`config.mk`:
```
export PLATFORM = sky130hd
export DESIGN_NAME = qport_global_ctrl
export DESIGN_NICKNAME = d
export VERILOG_FILES = /design/src/rtl/qgc_pkg.sv /design/src/rtl/qgc_addr_decode.sv /design/src/rtl/qgc_ctrl_reg.sv /design/src/rtl/qgc_out_gate.sv /design/src/rtl/qport_global_ctrl.sv
export SDC_FILE = /design/constraint.sdc
export NUM_CORES = 1
export LEC_CHECK = 0
export BUFFER_PORTS_ARGS = -buffer_cell sky130_fd_sc_hd__buf_4
export CAP_MARGIN = 20
export CORE_MARGIN = 5
export CORE_UTILIZATION = 35
export CTS_BUF_LIST = sky130_fd_sc_hd__clkbuf_16
export CTS_CLUSTER_DIAMETER = 30
export DETAILED_ROUTE_END_ITERATION = 8
export GPL_ROUTABILITY_DRIVEN = 0
export PLACE_DENSITY_LB_ADDON = 0.05
export REMOVE_ABC_BUFFERS = 1
export SLEW_MARGIN = 0
export SYNTH_ARGS = -nofsm -noshare
export SYNTH_HDL_FRONTEND = slang
export SYNTH_SLANG_ARGS = --single-unit
```
`constraint.sdc`:
```
create_clock -name clk -period 1.88 [get_ports clk]
set_input_delay 0.376 -clock clk [delete_from_list [all_inputs] [get_ports clk]]
set_output_delay 0.376 -clock clk [all_outputs]
set_load 0.005 [all_outputs]
```
`src/rtl/qgc_pkg.sv`:
```
// Package: shared field layout of the global control register.
// Assumes an 8-bit register; field positions are fixed by the host's software.
package qgc_pkg;

    localparam int CTRL_W = 8;

    // Bits that store a value; every other bit reads back 0.
    localparam logic [CTRL_W-1:0] CTRL_WMASK = 8'h37;

    typedef struct packed {
        logic [1:0] rsv_hi;    // bits 7:6, reserved
        logic       stat_sel;  // bit 5: status pin source
        logic       wor_mode;  // bit 4: serial combining mode
        logic       rsv_mid;   // bit 3, reserved
        logic       bulk;      // bit 2: broadcast writes
        logic       latch;     // bit 1: counter latch trigger
        logic       inhibit;   // bit 0: interrupt inhibit
    } ctrl_t;

endpackage

```
`src/rtl/qgc_addr_decode.sv`:
```
// Address decode and strobe fan-out for the host bus.
// Separates the global register address from bank addresses, and builds
// per-bank write and read strobes.
// Assumes NPORTS is a power of two; the bank index is the top address bits.
module qgc_addr_decode #(
    parameter int                NPORTS      = 4,
    parameter int                ADDR_W      = 10,
    parameter logic [ADDR_W-1:0] GLOBAL_ADDR = 10'h0F0,
    localparam int               BANK_W      = $clog2(NPORTS),
    localparam int               OFS_W       = ADDR_W - BANK_W
) (
    input  logic              clk,
    input  logic              rst_n,
    input  logic [ADDR_W-1:0] host_addr,
    input  logic              host_wr,
    input  logic              host_rd,
    input  logic              bulk_en,
    output logic              glob_hit,
    output logic [BANK_W-1:0] bank_sel,
    output logic [OFS_W-1:0]  port_ofs,
    output logic [NPORTS-1:0] port_wr,
    output logic [NPORTS-1:0] port_rd,
    output logic              rd_blocked
);

    // Split the address into the global hit, the bank index and the offset.
    always_comb begin
        glob_hit = (host_addr == GLOBAL_ADDR);
        bank_sel = host_addr[ADDR_W-1 -: BANK_W];
        port_ofs = host_addr[OFS_W-1:0];
    end

    // One write strobe and one read strobe per bank.
    for (genvar gi = 0; gi < NPORTS; gi++) begin : g_strobe
        logic sel_here;
        assign sel_here    = (bank_sel == BANK_W'(gi));
        assign port_wr[gi] = host_wr & ~glob_hit & (bulk_en | sel_here);
        assign port_rd[gi] = host_rd & ~glob_hit & ~bulk_en & sel_here;
    end

    // A bank read under broadcast is refused and reported.
    assign rd_blocked = host_rd & ~glob_hit & bulk_en;

    // outside broadcast, at most one bank is written.
    a_r3_single_bank: assert property (@(posedge clk) disable iff (!rst_n)
        !bulk_en |-> $onehot0(port_wr));

    // under broadcast, writes go to no bank or to every bank.
    a_r4_all_or_none: assert property (@(posedge clk) disable iff (!rst_n)
        bulk_en |-> ($countones(port_wr) == 0 || $countones(port_wr) == NPORTS));

    // a read never selects more than one bank.
    a_r5_rd_onehot: assert property (@(posedge clk) disable iff (!rst_n)
        $onehot0(port_rd));

endmodule

```
`src/rtl/qgc_ctrl_reg.sv`:
```
// Global control register and counter-latch edge detector.
// Stores the writable fields and forces reserved bits to 0. Produces a
// one-cycle pulse when a write takes the latch field from 0 to 1.
// Assumes one register write per host_wr cycle.
module qgc_ctrl_reg
    import qgc_pkg::*;
(
    input  logic              clk,
    input  logic              rst_n,
    input  logic              wr_en,
    input  logic [CTRL_W-1:0] wdata,
    output ctrl_t             ctrl_q,
    output logic              latch_pulse
);

    ctrl_t wr_val;

    // Drop the reserved bits from the incoming write.
    always_comb wr_val = ctrl_t'(wdata & CTRL_WMASK);

    // Register update on a host write.
    always_ff @(posedge clk) begin
        if (!rst_n)
            ctrl_q <= '0;
        else if (wr_en)
            ctrl_q <= wr_val;
    end

    // Pulse in the cycle after a write that raises the latch field.
    always_ff @(posedge clk) begin
        if (!rst_n)
            latch_pulse <= 1'b0;
        else
            latch_pulse <= wr_en & wr_val.latch & ~ctrl_q.latch;
    end

    // the pulse never lasts longer than one cycle.
    a_r8_single_cycle: assert property (@(posedge clk) disable iff (!rst_n)
        latch_pulse |=> !latch_pulse);

    // a pulse is only seen while the latch field holds 1.
    a_r7_pulse_with_field: assert property (@(posedge clk) disable iff (!rst_n)
        latch_pulse |-> ctrl_q.latch);

endmodule

```
`src/rtl/qgc_out_gate.sv`:
```
// Output gating for the global control fields.
// Registers the inhibitable active-low interrupt, selects the per-port
// status source, and gates the latch pulse with each port's enable.
// Assumes port_irq already carries only unmasked pending conditions.
module qgc_out_gate #(
    parameter int NPORTS = 4
) (
    input  logic              clk,
    input  logic              rst_n,
    input  logic              inhibit,
    input  logic              stat_sel,
    input  logic              latch_pulse,
    input  logic [NPORTS-1:0] latch_en,
    input  logic [NPORTS-1:0] port_irq,
    input  logic [NPORTS-1:0] port_rlof,
    input  logic [NPORTS-1:0] port_ltc,
    output logic              irq_n,
    output logic [NPORTS-1:0] port_stat,
    output logic [NPORTS-1:0] port_latch
);

    // Registered active-low interrupt, forced high while inhibited.
    always_ff @(posedge clk) begin
        if (!rst_n)
            irq_n <= 1'b1;
        else
            irq_n <= inhibit | ~(|port_irq);
    end

    // Per-port status source and latch delivery.
    for (genvar gi = 0; gi < NPORTS; gi++) begin : g_port
        assign port_stat[gi]  = stat_sel ? port_ltc[gi] : port_rlof[gi];
        assign port_latch[gi] = latch_pulse & latch_en[gi];
    end

    // inhibit holds the interrupt inactive.
    a_r9_inhibit_high: assert property (@(posedge clk) disable iff (!rst_n)
        inhibit |=> irq_n);

    // a pending interrupt without inhibit pulls the line low.
    a_r9_pending_low: assert property (@(posedge clk) disable iff (!rst_n)
        (!inhibit && (|port_irq)) |=> !irq_n);

endmodule

```
`src/rtl/qport_global_ctrl.sv`:
```
// Top of the quad-port global control block.
// Connects the host bus to four port register banks through the address
// decode, holds the global control register, and drives the latch,
// interrupt, status and combining-mode outputs.
// Assumes reads are combinational: host_rdata is valid while host_rd is high.
module qport_global_ctrl
    import qgc_pkg::*;
#(
    parameter int                NPORTS      = 4,
    parameter int                ADDR_W      = 10,
    parameter int                DATA_W      = 8,
    parameter logic [ADDR_W-1:0] GLOBAL_ADDR = 10'h0F0,
    localparam int               BANK_W      = $clog2(NPORTS),
    localparam int               OFS_W       = ADDR_W - BANK_W
) (
    input  logic                     clk,
    input  logic                     rst_n,
    input  logic [ADDR_W-1:0]        host_addr,
    input  logic [DATA_W-1:0]        host_wdata,
    input  logic                     host_wr,
    input  logic                     host_rd,
    output logic [DATA_W-1:0]        host_rdata,
    output logic                     bulk_rd_err,
    output logic [OFS_W-1:0]         port_addr,
    output logic [DATA_W-1:0]        port_wdata,
    output logic [NPORTS-1:0]        port_wr,
    output logic [NPORTS-1:0]        port_rd,
    input  logic [NPORTS*DATA_W-1:0] port_rdata,
    input  logic [NPORTS-1:0]        port_latch_en,
    output logic [NPORTS-1:0]        port_latch,
    input  logic [NPORTS-1:0]        port_irq,
    output logic                     irq_n,
    input  logic [NPORTS-1:0]        port_rlof,
    input  logic [NPORTS-1:0]        port_ltc,
    output logic [NPORTS-1:0]        port_stat,
    output logic                     wire_or_mode
);

    logic              glob_hit;
    logic [BANK_W-1:0] bank_sel;
    logic              rd_blocked;
    logic              latch_pulse;
    ctrl_t             ctrl_q;

    qgc_addr_decode #(
        .NPORTS      (NPORTS),
        .ADDR_W      (ADDR_W),
        .GLOBAL_ADDR (GLOBAL_ADDR)
    ) u_decode (
        .clk        (clk),
        .rst_n      (rst_n),
        .host_addr  (host_addr),
        .host_wr    (host_wr),
        .host_rd    (host_rd),
        .bulk_en    (ctrl_q.bulk),
        .glob_hit   (glob_hit),
        .bank_sel   (bank_sel),
        .port_ofs   (port_addr),
        .port_wr    (port_wr),
        .port_rd    (port_rd),
        .rd_blocked (rd_blocked)
    );

    qgc_ctrl_reg u_ctrl (
        .clk         (clk),
        .rst_n       (rst_n),
        .wr_en       (host_wr & glob_hit),
        .wdata       (host_wdata[CTRL_W-1:0]),
        .ctrl_q      (ctrl_q),
        .latch_pulse (latch_pulse)
    );

    qgc_out_gate #(
        .NPORTS (NPORTS)
    ) u_gate (
        .clk         (clk),
        .rst_n       (rst_n),
        .inhibit     (ctrl_q.inhibit),
        .stat_sel    (ctrl_q.stat_sel),
        .latch_pulse (latch_pulse),
        .latch_en    (port_latch_en),
        .port_irq    (port_irq),
        .port_rlof   (port_rlof),
        .port_ltc    (port_ltc),
        .irq_n       (irq_n),
        .port_stat   (port_stat),
        .port_latch  (port_latch)
    );

    // Write data passes straight through to every bank.
    assign port_wdata   = host_wdata;
    assign wire_or_mode = ctrl_q.wor_mode;

    // Read return: global register, refused bank read, or selected bank.
    always_comb begin
        host_rdata = '0;
        if (glob_hit)
            host_rdata[CTRL_W-1:0] = ctrl_q;
        else if (!ctrl_q.bulk)
            host_rdata = port_rdata[bank_sel*DATA_W +: DATA_W];
    end

    // One-cycle flag after a bank read refused under broadcast.
    always_ff @(posedge clk) begin
        if (!rst_n)
            bulk_rd_err <= 1'b0;
        else
            bulk_rd_err <= rd_blocked;
    end

    // reserved bits of the global register always read 0.
    a_r2_reserved_zero: assert property (@(posedge clk) disable iff (!rst_n)
        (host_rd && glob_hit) |->
            (host_rdata[7:6] == 2'b00 && host_rdata[3] == 1'b0));

    // a refused bank read is flagged in the next cycle.
    a_r6_err_follows: assert property (@(posedge clk) disable iff (!rst_n)
        (host_rd && !glob_hit && ctrl_q.bulk) |=> bulk_rd_err);

    // a refused read strobes no bank.
    a_r6_no_bank_read: assert property (@(posedge clk) disable iff (!rst_n)
        ctrl_q.bulk |-> (port_rd == '0));

endmodule

```
[Yosys cells after proc, flatten, opt, wreduce, memory -nomap -nowiden]
Cells that the tools add are included.
Cells by class
  multiplexer cells: 6
  bitwise logic cells: 28
  reductions and logical operators: 2
  eq/ne operators: 4
  shifts and indexed selects: 1
Operators by type and width (number)
  32-bit by 6-bit indexed part select with 8-bit output: 1
  1-bit bitwise AND: 19
  8-bit 2-to-1 mux: 2
  10-bit by 8-bit equality test with 1-bit output (second input constant): 1
  1-bit bitwise OR: 5
  2-bit equality test (second input constant): 2
  1-bit 2-to-1 mux: 4
  1-bit inverter: 4
  4-bit OR reduction: 1
  2-bit by 1-bit equality test with 1-bit output (second input constant): 1
  2-bit logical NOT: 1
Storage, ports and cells
  input bits: 70
  output and inout bits: 43
  flip-flop bits (word level): 8
  word-level logic and storage cells: 49

[Depth between registers and ports, before layout]
Gate-level depths: netlist of run 1.
  depth in word-level cells: 5
  mapped depth: 6
  gate-level depth less buffers: 3

[Cells and area by module]
From an unflattened synthesis of run 1, not the netlist that was laid out.
Second synthesis, totals
  cells, all modules: 98
  area total of the unflattened synthesis: 940.9 um^2
Modules (own cells, without submodules)
  qport_global_ctrl: seq. area each 20.0 um^2, area each 370.4 um^2, cells an instance 32, instances 1
  qgc_ctrl_reg: seq. area each 120.1 um^2, area each 250.2 um^2, cells an instance 22, instances 1
  qgc_addr_decode: seq. area each 0.0 um^2, area each 215.2 um^2, cells an instance 33, instances 1
  qgc_out_gate: seq. area each 20.0 um^2, area each 105.1 um^2, cells an instance 11, instances 1

[Least setup slack after synthesis of run 1]
No wires, ideal clock.
  kind: input port to output port
  start: input host_addr[0]
  end: output host_rdata[0]
  required time: 1.504 ns
  arrival: 1.304 ns
  cell stages on the path: 4
  path buffers: 1
  setup slack: 0.200 ns
  path through: nor4b_4 and3_1 buf_6 mux2_4
On the way
  longest elaborated chain between the ends: 2
Ends and longest elaborated chain
  start, declared: line qport_global_ctrl.sv:18  | input logic [ADDR_W-1:0] host_addr,
  10-bit by 8-bit equality test with 1-bit output: line qgc_addr_decode.sv:28  | glob_hit = (host_addr == GLOBAL_ADDR);
  8-bit 2-to-1 mux: line qport_global_ctrl.sv:97  | if (glob_hit)
  end, declared: line qport_global_ctrl.sv:22  | output logic [DATA_W-1:0] host_rdata,
No other way between the ends.

[Worst setup path after layout of run 1]
  start: input host_addr[3]
  end: output host_rdata[0]
The elaborated chain is that of the path after synthesis.

==> impl_metrics.tcl, run 1 <==
set metrics [dict create \
    critical_path.cell_chain "buf_6 -> nor4b_4 -> and3_4 -> buf_12 -> mux2_4 -> buf_6" \
    cts_buffer_depth 2 \
    vdd_drop_max_v 0.000417 \
    io_buffers 106 \
    tightest_slew_ps 246 \
    fmax_ghz 0.524 \
    routed_wl_mm 3.15 \
    rr_worst_depth 2 \
    finalCriticalPeriod_ps 1910 \
    wl_met1_mm 1.19 \
    skew_ps 0.226 \
    post-route-drc-count 0 \
    dr.first_iter.drc_count 48 \
    crit_end "host_rdata[0]" \
    nets 277 \
    num_vias 1120 \
    hold_viol 0 \
    crit_type "in -> out" \
    holdCritPathClass "in -> reg" \
    crit_slowest_cell "mux2_4" \
    coreArea_um2 2980 \
    area_delta_synth_final_pct 80.8 \
    outcome "finished, violations left" \
    drive_gt1_frac 0.717 \
    viasPerCell 4.71 \
    die_area_um2 4210 \
    slew_headroom 0.835 \
    ff_latch_area_um2 160 \
    grt_pass1_vias 1099 \
    drtPass1Iterations 4 \
    failed_checks "negative setup slack" \
    critPathCaptureType "primary output" \
    io_pins 113 \
    synthCells 109 \
    fillers 248 \
    ys_warn_count 0 \
    rsz0062_at_grt "true" \
    p_per_area_nw_per_um2 432 \
    initial_core_util 0.354 \
    tns_ps -105 \
    wl_met2_mm 1.58 \
    cp_data_arrival_time_ps 1530 \
    crit_path_start "host_addr[3]" \
    syn_area_um2 1050 \
    num_rows 20 \
    r2r_start "u_ctrl.ctrl_q[1]" \
    layout_common_cells "buf_4 (110), mux2i_1 (13), nand2_1 (12), nor3b_2 (8), dfxtp_1 (8)" \
    min_from "host_wdata[4]" \
    die_h_um 64.9 \
    ys_seq_area_frac 0.152 \
    wl_per_cell_um 13.2 \
    ys_ff_latch 8 \
    multi_input_area_um2 694 \
    cts_made_buffers 3 \
    drv_cap 0 \
    grt_max_degree 13 \
    ant_nets 0 \
    crit_path_max_incr_delay_ps 300 \
    crit_path_max_fanout 6 \
    final_common_cell "buf_4" \
    period_share 1.01 \
    cts_tree "done" \
    cts_root_buf "clkbuf_16" \
    clock-sinks 8 \
    cp_data_required_time_ps 1500 \
    synth.avg_cell_area_um2 9.67 \
    p_leak_nw 1.01 \
    overflow 0 \
    ff2ff_setup_slack_ps 1160 \
    grt_pass1_wl_mm 4.84 \
    r2r-end "u_ctrl.latch_pulse" \
    highest_layer "met3" \
    antenna_found_initial 0 \
    htree_levels 1 \
    ys_types 30 \
    wl_met3_um 379 \
    finalMaxSlewViolations 0 \
    setup_ws_ps -27.8 \
    hold_buffers 0 \
    diodes 0 \
    total_power_mw 0.823 \
    grt_usage 0.144 \
    critPathLaunchType "input port" \
    clkLatencyLatePin_ps 230 \
    clk_pin_slew_ps 40 \
    cp_common_cell "buf_6" \
    setup_violations 4 \
    dp_hpwl_mm 2.72 \
    fp.dieW_um 64.9 \
]
## cell usage after synthesis
| master | n | area [um2] |
|---|---|---|
| a21oi_1 | 3 | 15.0 |
| and2_1 | 4 | 25.0 |
| and3_1 | 1 | 6.26 |
| and4_1 | 1 | 8.76 |
| and4b_1 | 1 | 10.0 |
| buf_12 | 1 | 20.0 |
| buf_4 | 17 | 128 |
| buf_6 | 3 | 33.8 |
| clkbuf_1 | 3 | 11.3 |
| dfxtp_1 | 8 | 160 |
| inv_1 | 3 | 11.3 |
| mux2_2 | 4 | 45.0 |
| mux2_4 | 4 | 60.1 |
| mux2i_1 | 13 | 130 |
| mux4_2 | 4 | 90.1 |
| nand2_1 | 12 | 45.0 |
| nand2b_1 | 1 | 6.26 |
| nand3b_1 | 1 | 7.51 |
| nand4_1 | 1 | 6.26 |
| nand4_2 | 1 | 12.5 |
| nor2_1 | 4 | 15.0 |
| nor2_2 | 1 | 6.26 |
| nor2b_1 | 1 | 6.26 |
| nor3_2 | 1 | 10.0 |
| nor3b_2 | 8 | 100 |
| nor4b_4 | 1 | 23.8 |
| o22ai_1 | 4 | 25.0 |
| o31ai_4 | 1 | 21.3 |
| or2_2 | 1 | 6.26 |
| or4_1 | 1 | 7.51 |
## worst min path at each step
stage,endpoint,slack [ps],cells after the start
finish,u_ctrl.ctrl_q[4],410,3
floorplan,u_gate.irq_n,440,1
CTS,u_ctrl.ctrl_q[4],410,3
detailed placement,u_gate.irq_n,470,1
global route,u_ctrl.ctrl_q[4],410,3
global placement,u_ctrl.ctrl_q[0],470,2
## worst max-delay path, delay by kind of cell
| kind | cells | cell delay [ps] |
|---|---|---|
| multiplexers | 1 | 300 |
| AND/OR/NAND/NOR | 2 | 530 |
| buffers and inverters | 3 | 330 |
## metal layers
metal	global-route usage	vias to the layer above
met5	0	-
met4	0.0158	0
met3	0.0537	0
met2	0.268	61
met1	0.159	495
li1	-	564
## cell families after synthesis
| group | synth area share |
|---|---|
| buffers and inverters | 0.194 |
| flip-flops | 0.152 |
| AND/OR/NAND/NOR | 0.287 |
| AO/OA/AOI/OAI | 0.0582 |
| multiplexers | 0.309 |
## power breakdown
part / switching [mW] / leakage (nW) / total (mW) / internal (mW)
sequential: 0.000336 / 0.0648 / 0.172 / 0.172
clock: 0.0760 / 0.0370 / 0.350 / 0.274
combinational: 0.0930 / 0.912 / 0.301 / 0.208
## timing repair
action,4_1_cts,5_1_grt
buffers inserted,1,0
pin swaps,2,2
resized for setup,6,0
endpoints found under the setup margin,12,12
## cell type report
type	instances	area share
Clock buffer	3	0.0394
Inverter	3	0.00591
Multi-Input combinational cell	74	0.365
Sequential cell	8	0.0841
Tap cell	33	0.0217
Timing Repair Buffer	117	0.484
## registers in the layout, indices dropped and copies added, names as in the netlist
register / count
bulk_rd_err: 1
u_ctrl.ctrl_q: 5
u_gate.irq_n: 1
u_ctrl.latch_pulse: 1
## per-stage QoR
| stage | instance area (um2) | setup WS, ps | hold slack, ps | instances | util |
|---|---|---|---|---|---|
| final | 1900 | -27.8 | 408 | 238 | 0.639 |
| after global routing | 1900 | -96.3 | 414 | 238 | 0.639 |
| after CTS | 1900 | -53.8 | 407 | 238 | 0.639 |
| after detailed placement | 1800 | -123 | 470 | 234 | 0.604 |
| after global placement | 1800 | -98.1 | 473 | 234 | 0.604 |
| after floorplan | 861 | -185 | 438 | 85 | - |
Power figures use the tool's default switching activity.
==> run 2, diff against run 1 <==
PLACE_DENSITY = 0.83   (was unset)
PLACE_DENSITY_LB_ADDON = unset   (was 0.05)
==> run 2 against run 1 <==
The run still ends with negative setup slack left. Total power rose by 1.5%. Die area did not move. Non-clock buffer count is the same. Maximum frequency shrank 1.5%. Wire length increased by 6.9%. Clock power about the same. Worst hold slack barely moved. Critical path type unchanged. Largest cell class unchanged.
==> impl_metrics.tcl, run 2 (synthesis results as in run 1) <==
set metrics [dict create \
    finalMaxSlewViolations 0 \
    cts_root_buf "clkbuf_16" \
    drive_gt1_frac 0.717 \
    skew_ps 0.667 \
    ff2ff_setup_slack_ps 1080 \
    r2r_start "u_ctrl.ctrl_q[2]" \
    stdcell_count 238 \
    fp.dieW_um 64.9 \
    cp_num_buf_inv 3 \
    die_h_um 64.9 \
    post-route-drc-count 0 \
    nets 277 \
    area_delta_synth_final_pct 81.8 \
    whs_endpoint "u_gate.irq_n" \
    internal_power_mw 0.659 \
    final_common_cell "buf_4" \
    drv_cap 0 \
    io_pins 113 \
    crit_slowest_cell "nor4b_4" \
    die_area_um2 4210 \
    grt_usage 0.161 \
    r2r-end "bulk_rd_err" \
    dp_cells 233 \
    combPwrFrac 0.371 \
    clock-sinks 8 \
    viasPerCell 4.84 \
    cp_data_arrival_time_ps 1560 \
    grt_pass1_vias 1213 \
    rr_worst_depth 3 \
    cp_data_required_time_ps 1500 \
    outcome "finished, violations left" \
    hold_buffers 0 \
    grt_max_degree 13 \
    grt_pass1_wl_mm 5.42 \
    min_path_cells 2 \
    period_share 1.03 \
    drtPass1Iterations 4 \
    finalCriticalPeriod_ps 1940 \
    initial_core_util 0.354 \
    ant_nets 0 \
    fmax_ghz 0.516 \
    path_delay_family "simple AND/OR/NAND/NOR gates" \
    io_buffers 106 \
    largest_register_ffs 5 \
    total_power_mw 0.835 \
    holdCritPathClass "in -> reg" \
    p_sw_mw 0.176 \
    tightest_slew_ps 243 \
    setup_violations 4 \
    crit_path_max_fanout 5 \
    rsz0062_at_grt "true" \
    hold_viol 0 \
    layout_common_cells "buf_4 (109), mux2i_1 (13), nand2_1 (12), nor3b_2 (8), dfxtp_1 (8)" \
    coreArea_um2 2980 \
    setup_ws_ps -56.4 \
    fillers 270 \
    min_from "rst_n" \
    critPathCaptureType "primary output" \
    whs_ps 408 \
    dr.first_iter.drc_count 26 \
    clk_pin_slew_ps 40 \
    p_per_area_nw_per_um2 436 \
    crit_type "in -> out" \
    top_register "u_ctrl.ctrl_q" \
    wl_per_cell_um 14.1 \
    routed_wl_mm 3.36 \
    num_rows 20 \
    clkLatencyLatePin_ps 230 \
    critPathLaunchType "input port" \
    diodes 0 \
    p_sw_frac 0.211 \
    vdd_drop_max_v 0.000424 \
    critical_path.cell_chain "buf_8 -> nor4b_4 -> and3_4 -> buf_12 -> mux2_4 -> buf_6" \
    p_leak_nw 1.02 \
    crit_path_max_incr_delay_ps 300 \
    cts_made_buffers 3 \
    antenna_found_initial 0 \
    failed_checks "negative setup slack" \
    slew_headroom 0.837 \
    overflow 0 \
    num_vias 1152 \
    seq_power_share 0.206 \
    cts_buffer_depth 2 \
    pwr-share-clk 0.423 \
    htree_levels 1 \
    cts_tree "done" \
    dp_hpwl_mm 2.86 \
]
==> run 2: cell count changes in the layout (fill, tap and decap cells not counted) <==
| cell | previous run | this run |
|---|---|---|
| buf_6 | 5 | 4 |
| buf_4 | 110 | 109 |
| buf_8 | 0 | 2 |
==> run 2: worst max path at each step <==
stage / startpoint / end / slack, ps / cells after the start
6_report: host_addr[3] / host_rdata[5] / -60 / 6
5_1_grt: host_addr[3] / host_rdata[5] / -80 / 6
4_1_cts: host_addr[2] / host_rdata[5] / -20 / 6
3_5_place_dp: host_addr[0] / host_rdata[4] / -100 / 6
3_3_place_gp: host_addr[0] / host_rdata[5] / -90 / 6
2_1_floorplan: host_addr[0] / host_rdata[0] / -180 / 3
==> run 2: layout make-up <==
type	count	area, um2	area share
Sequential cell	8	160	0.0836
Tap cell	33	41.3	0.0216
Timing Repair Buffer	117	933	0.487
Clock buffer	3	75.1	0.0392
Multi-Input combinational cell	74	694	0.363
Inverter	3	11.3	0.00588
==> run 2: metrics by stage <==
| stage | TNS, ps | setup WS (ps) | cell area, um2 | util |
|---|---|---|---|---|
| floorplan | -739 | -185 | 861 | - |
| global placement | -369 | -94.3 | 1790 | 0.601 |
| detailed placement | -384 | -95.9 | 1790 | 0.601 |
| CTS | -74.7 | -21.2 | 1900 | 0.639 |
| global route | -278 | -78.0 | 1920 | 0.643 |
| finish | -200 | -56.4 | 1920 | 0.643 |
==> run 2: layer usage <==
layer	up-vias	share of wire	global-route usage
li1	566	-	-
met1	531	0.36	0.179
met2	51	0.54	0.291
met3	4	0.091	0.0520
met4	0	0.0086	0.0449
met5	-	0	0
==> run 2: power groups by stage <==
stage	combinational [mW]	clock [mW]	sequential, mW
CTS	0.312	0.359	0.172
floorplan	0.0883	0	0.175
detailed placement	0.301	0	0.175
finish	0.310	0.353	0.172
global route	0.337	0.372	0.172
global placement	0.296	0	0.175
==> run 2: what timing repair did <==
action	CTS	global route
gates resized for setup	8	1
pin swaps	2	3
buffers inserted	1	1
setup endpoints to repair	5	6
==> run 3, diff against run 2 <==
ABC_CLOCK_PERIOD_IN_PS = 1880   (was unset)
CORE_UTILIZATION = 33   (was 35)
SYNTH_HIERARCHICAL = 1   (was unset)
==> run 3 against run 2 <==
The flow now finishes without violations. Final area decreased by 7.4%. Non-clock buffer count fell by 3. Global-route usage grew 0.38 points. Register-to-register slack worse by 70 ps. Combinational power is 11% lower. Via count is 6.1% lower. Core utilization increased by 0.52 points. Sequential cell count unchanged. Clock-buffer cell count unchanged. Maximum frequency grew 5.1%.
==> impl_metrics.tcl, run 3 <==
set metrics [dict create \
    clkLatencyLatePin_ps 230 \
    critPathCaptureType "primary output" \
    vdd_drop_max_v 0.000633 \
    cp_data_arrival_time_ps 1470 \
    diodes 0 \
    grt_max_degree 15 \
    synthCells 98 \
    period_share 0.980 \
    final_common_cell "buf_4" \
    die_h_um 63.4 \
    largest_register_ffs 5 \
    synth_top_area_cell "mux4_2" \
    synth.area.top_cells "mux4_2 (19%), dfxtp_1 (17%), buf_4 (17%)" \
    ant_nets 0 \
    critPathLaunchType "input port" \
    viasPerCell 4.87 \
    syn_area_um2 941 \
    fp.dieW_um 63.4 \
    drv_cap 0 \
    dp_hpwl_mm 2.94 \
    die_area_um2 4020 \
    yosys-top-cells-count "buf_4 (21), dfxtp_1 (8), mux4_2 (8), nor2b_1 (8)" \
    dr.first_iter.drc_count 40 \
    synth.avg_cell_area_um2 9.60 \
    fillers 233 \
    finalMaxSlewViolations 0 \
    top_register "u_ctrl/ctrl_q" \
    synthArstFlopShare 0 \
    p_per_area_nw_per_um2 457 \
    cts_made_buffers 3 \
    nets 263 \
    cts_root_buf "clkbuf_16" \
    cp_data_required_time_ps 1500 \
    cp_num_buf_inv 4 \
    num_vias 1082 \
    ys_seq_area_frac 0.170 \
    holdCritPathClass "in -> reg" \
    p_leak_nw 0.905 \
    path_delay_family "buffers and inverters" \
    drive_gt1_frac 0.707 \
    crit_path_max_fanout 4 \
    skew_ps 0.279 \
    ys_types 24 \
    ys_warn_count 6 \
    cts_buffer_depth 2 \
    fmax_ghz 0.543 \
    synth.most_common_cell "buf_4" \
    stdcell_count 222 \
    synth-edff-count 0 \
    grt_pass1_vias 1181 \
    wl_per_cell_um 15.9 \
    whs_ps 381 \
    crit_slowest_cell "and4b_1" \
    num_rows 19 \
    clk_pin_slew_ps 40 \
    finalCriticalPeriod_ps 1840 \
    io_buffers 106 \
    drtPass1Iterations 3 \
    setup_violations 0 \
    crit_path_max_incr_delay_ps 200 \
    grt_usage 0.165 \
    critical_path.cell_chain "buf_4 -> and4b_1 -> and3_4 -> buf_6 -> buf_12 -> a22o_1 -> buf_4" \
    hold_viol 0 \
    initial_core_util 0.344 \
    outcome "completed" \
    ys.flop_type "dfxtp_1" \
    antenna_found_initial 0 \
    rsz0062_at_grt "false" \
    htree_levels 1 \
    cp_common_cell "buf_4" \
    clock-sinks 8 \
    synth.top_cell.area_share 0.191 \
    layout_common_cells "buf_4 (107), mux4_2 (8), dfxtp_1 (8), nor2b_1 (8), a22o_1 (7)" \
    dp_cells 214 \
    crit_type "in -> out" \
    area_delta_synth_final_pct 88.4 \
    cts_tree "done" \
    grt_pass1_wl_mm 5.41 \
    coreArea_um2 2730 \
    io_pins 113 \
    ys_ff_latch 8 \
    routed_wl_mm 3.54 \
    overflow 0 \
    post-route-drc-count 0 \
]
## run 3: changes by cell type after synthesis, moves of 4 or more
cell     previous run  this run
nor2b_1             1         8
mux4_2              4         8
nor3b_2             8         0
a22o_1              0         7
buf_4              17        21
o22ai_1             4         0
nand2_1            12         3
mux2i_1            13         5
mux2_4              4         0
## run 3: logic make-up (layout without fill, tap and decap cells)
kind of cell           Yosys count  after routing  synth area share
AND/OR/NAND/NOR                 34             34             0.225
buffers and inverters           26            117             0.211
multiplexers                    17             17             0.293
AO/OA/AOI/OAI                   12             12            0.0971
flip-flops                       8              8             0.170
other                            1              3           0.00399
## run 3: through the flow
stage | util | setup TNS [ps] | power, mW | worst slack [ps] | cell area (um2)
floorplan | - | 0 | 0.246 | 78.8 | 749
global placement | 0.588 | -868 | 0.438 | -115 | 1610
detailed placement | 0.588 | -1390 | 0.445 | -145 | 1610
CTS | 0.627 | 0 | 0.813 | 13.0 | 1720
global route | 0.649 | 0 | 0.843 | 4.02 | 1770
finish | 0.649 | 0 | 0.810 | 37.5 | 1770
## run 3: worst reg2reg max path: cells and delay by family, from the launching register on
| kind | cells | cell delay, ps |
|---|---|---|
| AND/OR/NAND/NOR | 3 | 230 |
| flip-flops | 1 | 390 |
| buffers and inverters | 1 | 190 |
## run 3: power by group
group | switching [mW] | leakage, nW | total [mW] | internal [mW]
combinational | 0.0810 | 0.803 | 0.275 | 0.194
sequential | 0.000350 | 0.0648 | 0.172 | 0.172
clock | 0.0874 | 0.0370 | 0.362 | 0.275
total | 0.169 | 0.905 | 0.810 | 0.641
## run 3: final cells by class
| cell class | instances | area (um2) | area share |
|---|---|---|---|
| repair buffers | 114 | 885 | 0.499 |
| multi-input cells | 66 | 614 | 0.347 |
| flip-flops and latches | 8 | 160 | 0.0903 |
| well taps | 31 | 38.8 | 0.0219 |
| clock buffers | 3 | 75.1 | 0.0423 |
## run 3: path summary, 6_finish.rpt
check / start / endpoint / slack [ps] / cells after the start
worst max-delay path: host_addr[6] / host_rdata[1] / 40 / 7
worst min-delay path: rst_n / u_gate/irq_n / 380 / 2
worst max register to register: u_ctrl/ctrl_q[2] / bulk_rd_err / 1010 / 4
worst min register to register: u_ctrl/ctrl_q[0] / u_gate/irq_n / 490 / 1
## run 3: layer usage
| layer | vias to the layer above | global-route usage | routed length, um |
|---|---|---|---|
| met3 | 5 | 0.0462 | 364 |
| met4 | 0 | 0.0623 | 52 |
| met2 | 61 | 0.313 | 1970 |
| met5 | - | 0 | 0 |
| li1 | 521 | - | - |
| met1 | 495 | 0.166 | 1150 |
## run 3: timing repair
item | CTS | global route
setup buffers | 3 | 1
resized for setup | 2 | 10
pin swaps | 1 | 3
hold buffers | 0 | 0
cloned | 1 | 0
setup endpoints to repair | 9 | 18
